$ cat src/rtl/rtc_pkg.sv
package rtc_pkg;

  typedef struct packed {
    logic [7:0] week;
    logic [7:0] wday;
    logic [7:0] yr;
    logic [7:0] mon;
    logic [7:0] day;
    logic [7:0] hr;
    logic [7:0] min;
    logic [7:0] sec;
  } rtc_time_t;

  localparam rtc_time_t RTC_RST_TIME = '{week: 8'h01, wday: 8'h01, yr: 8'h00,
                                         mon: 8'h01, day: 8'h01, hr: 8'h00,
                                         min: 8'h00, sec: 8'h00};

  localparam int CTRL_LOCK_BIT = 0;
  localparam int CTRL_FAST_BIT = 2;
  localparam int CTRL_PAR_BIT  = 3;

  // one BCD step; values at or above the limit restart from the floor
  function automatic logic [7:0] bcd_step(input logic [7:0] v,
                                          input logic [7:0] lim,
                                          input logic [7:0] floor_v);
    if (v >= lim)               return floor_v;
    else if (v[3:0] >= 4'd9)    return {v[7:4] + 4'd1, 4'h0};
    else                        return v + 8'd1;
  endfunction

  function automatic logic [7:0] month_len(input logic [7:0] mon,
                                           input logic [7:0] yr);
    logic leap;
    leap = yr[4] ? (yr[3:0] == 4'd2 || yr[3:0] == 4'd6)
                 : (yr[3:0] == 4'd0 || yr[3:0] == 4'd4 || yr[3:0] == 4'd8);
    case (mon)
      8'h02:                      return leap ? 8'h29 : 8'h28;
      8'h04, 8'h06, 8'h09, 8'h11: return 8'h30;
      default:                    return 8'h31;
    endcase
  endfunction

endpackage

$ cat src/rtl/rtc_tickgen.sv
module rtc_tickgen #(
  parameter int PRESCALE_W = 15,
  parameter int FAST_SHIFT = 5
) (
  input  logic clk,
  input  logic rst,
  input  logic en_i,
  input  logic fast_i,
  output logic tick_o
);
  localparam int SLOW_W = PRESCALE_W - FAST_SHIFT;

  logic [PRESCALE_W-1:0] cnt_q;

  always_ff @(posedge clk) begin
    if (rst) begin
      cnt_q  <= '0;
      tick_o <= 1'b0;
    end else begin
      tick_o <= en_i && (fast_i ? (&cnt_q[SLOW_W-1:0]) : (&cnt_q));
      if (en_i) cnt_q <= cnt_q + 1'b1;
    end
  end
endmodule

$ cat src/rtl/rtc_calendar.sv
module rtc_calendar
  import rtc_pkg::*;
(
  input  rtc_time_t cur_i,
  input  logic      par_i,
  output rtc_time_t nxt_o
);
  logic [7:0] mlen;
  logic       day_end;
  logic       wk_wrap;

  always_comb begin
    mlen    = month_len(cur_i.mon, cur_i.yr);
    day_end = cur_i.day >= mlen;
    wk_wrap = cur_i.wday >= 8'h07;
    nxt_o   = cur_i;
    if (par_i) begin
      nxt_o.sec  = bcd_step(cur_i.sec,  8'h59, 8'h00);
      nxt_o.min  = bcd_step(cur_i.min,  8'h59, 8'h00);
      nxt_o.hr   = bcd_step(cur_i.hr,   8'h23, 8'h00);
      nxt_o.day  = bcd_step(cur_i.day,  mlen,  8'h01);
      nxt_o.mon  = bcd_step(cur_i.mon,  8'h12, 8'h01);
      nxt_o.yr   = bcd_step(cur_i.yr,   8'h99, 8'h00);
      nxt_o.wday = bcd_step(cur_i.wday, 8'h07, 8'h01);
      nxt_o.week = bcd_step(cur_i.week, 8'h53, 8'h01);
    end else begin
      nxt_o.sec = bcd_step(cur_i.sec, 8'h59, 8'h00);
      if (cur_i.sec >= 8'h59) begin
        nxt_o.min = bcd_step(cur_i.min, 8'h59, 8'h00);
        if (cur_i.min >= 8'h59) begin
          nxt_o.hr = bcd_step(cur_i.hr, 8'h23, 8'h00);
          if (cur_i.hr >= 8'h23) begin
            nxt_o.wday = bcd_step(cur_i.wday, 8'h07, 8'h01);
            if (wk_wrap) nxt_o.week = bcd_step(cur_i.week, 8'h53, 8'h01);
            nxt_o.day = bcd_step(cur_i.day, mlen, 8'h01);
            if (day_end) begin
              nxt_o.mon = bcd_step(cur_i.mon, 8'h12, 8'h01);
              if (cur_i.mon >= 8'h12) begin
                nxt_o.yr   = bcd_step(cur_i.yr, 8'h99, 8'h00);
                nxt_o.week = 8'h01;
              end
            end
          end
        end
      end
    end
  end
endmodule

$ cat src/rtl/rtc_core.sv
module rtc_core
  import rtc_pkg::*;
#(
  parameter int PRESCALE_W = 15,
  parameter int FAST_SHIFT = 5,
  parameter int ADDR_W     = 4
) (
  input  logic              clk,
  input  logic              rst,
  input  logic              en32k_i,
  input  logic              acc_i,
  input  logic              wr_i,
  input  logic [ADDR_W-1:0] addr_i,
  input  logic [7:0]        wdata_i,
  output logic [7:0]        rdata_o
);
  localparam logic [ADDR_W-1:0] A_CTRL  = ADDR_W'(0);
  localparam logic [ADDR_W-1:0] A_FIRST = ADDR_W'(2);
  localparam logic [ADDR_W-1:0] A_LAST  = ADDR_W'(9);

  logic [7:0] ctrl_q;
  rtc_time_t  live_q, snap_q, cal_nxt, rd_src;
  logic       acc_q, pend_q, tick;
  logic       acc_rise, in_field, apply;
  logic [2:0] fidx;
  logic [5:0] fbit;
  logic [7:0] rbyte;

  rtc_tickgen #(.PRESCALE_W(PRESCALE_W), .FAST_SHIFT(FAST_SHIFT)) u_tick (
    .clk   (clk),
    .rst   (rst),
    .en_i  (en32k_i),
    .fast_i(ctrl_q[CTRL_FAST_BIT]),
    .tick_o(tick)
  );

  rtc_calendar u_cal (
    .cur_i(live_q),
    .par_i(ctrl_q[CTRL_PAR_BIT]),
    .nxt_o(cal_nxt)
  );

  always_comb begin
    acc_rise = acc_i && !acc_q;
    in_field = (addr_i >= A_FIRST) && (addr_i <= A_LAST);
    fidx     = 3'(addr_i - A_FIRST);
    fbit     = {fidx, 3'b000};
    rd_src   = acc_rise ? live_q : snap_q;
    if (addr_i == A_CTRL) rbyte = ctrl_q;
    else if (in_field)    rbyte = rd_src[fbit +: 8];
    else                  rbyte = 8'h00;
    apply    = !acc_i && (tick || pend_q);
  end

  always_ff @(posedge clk) begin
    if (rst) begin
      ctrl_q  <= 8'h00;
      live_q  <= RTC_RST_TIME;
      snap_q  <= RTC_RST_TIME;
      acc_q   <= 1'b0;
      pend_q  <= 1'b0;
      rdata_o <= 8'h00;
    end else begin
      acc_q  <= acc_i;
      pend_q <= acc_i && (pend_q || tick);
      if (acc_rise) snap_q <= live_q;
      if (acc_i) rdata_o <= rbyte;
      if (acc_i && wr_i && addr_i == A_CTRL) ctrl_q <= wdata_i;
      if (acc_i && wr_i && in_field && !ctrl_q[CTRL_LOCK_BIT])
        live_q[fbit +: 8] <= wdata_i;
      else if (apply)
        live_q <= cal_nxt;
    end
  end
endmodule

$ cat config.mk
export PLATFORM = sky130hd
export DESIGN_NAME = rtc_core
export DESIGN_NICKNAME = d
export VERILOG_FILES = /design/src/rtl/rtc_pkg.sv /design/src/rtl/rtc_tickgen.sv /design/src/rtl/rtc_calendar.sv /design/src/rtl/rtc_core.sv
export SDC_FILE = /design/constraint.sdc
export NUM_CORES = 1
export LEC_CHECK = 0
export ABC_AREA = 1
export BUFFER_PORTS_ARGS = -buffer_cell sky130_fd_sc_hd__buf_2
export CAP_MARGIN = 20
export CELL_PAD_IN_SITES_DETAIL_PLACEMENT = 1
export CELL_PAD_IN_SITES_GLOBAL_PLACEMENT = 1
export CORE_AREA = 2 2 155 157
export DETAILED_ROUTE_END_ITERATION = 10
export DIE_AREA = 0 0 157 159
export PLACE_DENSITY = 0.83
export SETUP_SLACK_MARGIN = 0.3
export SLEW_MARGIN = 20
export SYNTH_ARGS = -nofsm -noshare
export SYNTH_HDL_FRONTEND = slang
export SYNTH_SLANG_ARGS = --single-unit
export TNS_END_PERCENT = 20
$ cat constraint.sdc
create_clock -name clk -period 2.7 [get_ports clk]
set_input_delay 0.27 -clock clk [delete_from_list [all_inputs] [get_ports clk]]
set_output_delay 0.27 -clock clk [all_outputs]
set_load 0.01 [all_outputs]
==> impl_metrics.tcl <==
set metrics [dict create \
    numCtsBuffers 17 \
    vias_per_cell 5.38 \
    first_global_vias 10562 \
    worstSetupStartpointType "register" \
    required_ns 3.03 \
    syn_nets 1708 \
    insertion_delay_ns 0.44 \
    timing.final.ws_setup_ns 0.125 \
    async_reset_ff_share_pct 0 \
    ys_ff_latch 162 \
    fp.dieH_um 159 \
    ys.flop_type "dfxtp_1" \
    final_layout_size_suffix_gt1_share_pct 11.4 \
    drtPass1Iterations 5 \
    setup_viol 0 \
    arrival_ns 2.90 \
    hpwlAfterDp_mm 24.6 \
    synthCells 1634 \
    nNetsFinal 1724 \
    hold_violations 0 \
    start_util_pct 44.3 \
    routed_wl_mm 35.2 \
    synth_edf_count 0 \
    drc 0 \
    hold_ws_ns 0.138 \
    crit_fanout 8 \
    relSlewSlack_pct 50.1 \
    area_delta_synth_final_pct 13.8 \
    drt-initial-drc-count 744 \
    crit_type "register to register" \
    antenna_found_initial 0 \
    syn_avg_cell_area_um2 6.29 \
    p_leak_nw 5.55 \
    synth_warnings 0 \
    synthTopCellsByArea "dfxtp_1 (32%), nand2_1 (14%), nor2_1 (9.2%)" \
    die_area_um2 25000 \
    cts_tree "built" \
    drv_slew 0 \
    stdcell_area_um2 11700 \
    fp.dieW_um 157 \
    slowest_stage "dfxtp_4" \
    tns_ns 0 \
    status "finished clean" \
    finalClockSkew_ns 0.00852 \
    yosysUniqueCellTypes 44 \
    root_buffer "clkbuf_16" \
    grtUsageTotal_pct 28.1 \
    fmax_mhz 388 \
    cpPeakStageDelay_ns 0.39 \
    fin_crit_ns 2.57 \
    htree_levels 4 \
    grt_pass1_wl_mm 56.1 \
    io_pins 25 \
    power_per_cell_area_nw_per_um2 478 \
    synth_largest_area_cell "dfxtp_1" \
    critPathCaptureType "register" \
    grt_overflow 0 \
    p_total_mw 5.59 \
    io_buffers 24 \
    pre_cts_ws_ns -0.0321 \
    fill_cells 3135 \
    dp_cells 1938 \
    cts.sinks 162 \
    synth.top_cell.area_share_pct 31.6 \
    gp_congestion 0.902 \
    drt.antenna.violating_nets 0 \
    cp_cell_sequence "inv_4 -> ha_4 -> o21ai_2 -> o21ai_2 -> a21oi_2 -> nand4_1 -> inv_1 -> ha_1 -> nand2_1 -> nor2_2 -> nand2_2 -> nand3_4 -> nor2_4 -> a21oi_4 -> buf_12 -> nand3_1 -> nand2_1 -> nor2_1" \
    synthesis.area_um2 10300 \
    maxCapViolations 0 \
    utilization_pct 50.4 \
    vias 10667 \
    rsz0062_at_grt "true" \
    seq_area_frac_synth_pct 31.6 \
    core_area_um2 23200 \
    grt_max_degree 77 \
    diodes 0 \
    wl_per_cell_um 17.7 \
    rows 56 \
    cts_buffer_depth 2 \
    fin_cells 1982 \
    finalCritPeriodShare_pct 95.4 \
    dpl_cell_area_um2 10700 \
    worstMarginPinSlew_ns 0.743 \
    ir_drop_mv 0.361 \
    cts.reportedPaths.clkPinSlew_ns 0.08 \
    hp-class "primary input to register" \
]
[metal layers]
layer,up-vias,track usage [%],part of all wire (%)
met3,73,4.74,4.8
li1,5204,-,-
met4,0,8.17,2.8
met5,-,0,0
met2,263,46.5,48
met1,5127,37.7,45
[final cells by class]
type / instances / area [um^2] / area share [%]
Clock buffer: 17 / 425 / 3.64
Inverter: 222 / 845 / 7.22
Clock inverter: 15 / 170 / 1.46
Tap cell: 319 / 399 / 3.41
Sequential cell: 162 / 3260 / 27.9
Timing Repair Buffer: 67 / 538 / 4.60
Multi-Input combinational cell: 1180 / 6050 / 51.8
[critical path: cells and delay by family (launching register included)]
kind            cells  cell delay [ns]
compound gates      4             0.60
buf+inv             3             0.30
fa+ha+maj           2             0.28
flops               1             0.39
simple gates        9             0.88
[report_power, final]
group          internal, mW  switching [mW]  total [mW]
Sequential             2.43          0.0208        2.45
Combinational         0.192           0.483       0.675
Clock                  1.25            1.22        2.46
[flip-flops by register name, summed over array words and instances (netlist names)]
name           flops
u_tick.cnt_q      15
rdata_o            8
ctrl_q             8
snap_q            64
pend_q             1
acc_q              1
live_q            64
u_tick.tick_o      1
[cells in the mapped netlist (2+ instances only)]
cell	instances
xor2_1	9
nand3b_1	3
dfxtp_1	162
nand4_1	16
nand2_2	3
buf_2	18
o21ai_1	18
nor4_1	2
xnor2_1	5
a21oi_2	3
nand3_2	3
or2_2	5
o21ai_0	108
inv_1	212
nor2_1	252
buf_6	8
inv_2	7
nand3_1	177
nand2_4	2
a21oi_1	76
nor2_8	2
o22ai_1	2
ha_1	57
nand2_1	386
buf_4	3
buf_1	5
nor2_4	2
o31ai_1	3
nor2_2	7
o211ai_1	19
o21a_1	2
clkbuf_1	36
clkinv_1	2
nor3_1	9
[cells in the final DEF, fill, tap and decap left out, types with 5 or more instances in the layout]
master / n
dfxtp_1: 156
nor2_1: 243
nor2_4: 6
ha_1: 51
xnor2_1: 5
inv_1: 205
nand4_1: 16
buf_4: 33
dfxtp_4: 5
inv_2: 11
or2_2: 5
nand2_1: 376
a21oi_2: 6
o211ai_1: 19
nand3_1: 174
buf_12: 5
a21oi_1: 72
clkbuf_16: 18
nor3_1: 9
nor2_2: 12
o21ai_1: 17
ha_4: 5
nand2_2: 11
xor2_1: 9
o21ai_0: 106
buf_2: 24
[path summary, 6_finish.rpt]
kind	startpoint	to	slack, ns	cells after the start
setup reg to reg	live_q[33]$_SDFFE_PP0P_	live_q[35]$_SDFFE_PP0P_	0.13	18
hold / removal	en32k_i	u_tick.cnt_q[0]$_SDFFE_PP0P_	0.14	3
hold reg to reg	ctrl_q[5]$_SDFFE_PP0P_	ctrl_q[5]$_SDFFE_PP0P_	0.45	2
setup / recovery	live_q[33]$_SDFFE_PP0P_	live_q[35]$_SDFFE_PP0P_	0.13	18
[logic make-up (layout without fill, tap and decap cells)]
group           after synthesis  after routing  share of synthesized area (%)
compound gates              234            234                           12.4
buf+inv                     292            321                           11.6
flops                       162            162                           31.6
simple gates                874            874                           36.3
xor+xnor                     14             14                           1.19
mux                           1              1                         0.0974
fa+ha+maj                    57             57                           6.94
[repair_timing]
action / in CTS / in global routing
setup buffers: 8 / 3
hold buffers: 0 / 0
pin swaps: 20 / 17
setup endpoints to repair: 31 / 31
cloned: 0 / 1
gates resized for setup: 46 / 28
(Power assumes the default switching activity.)
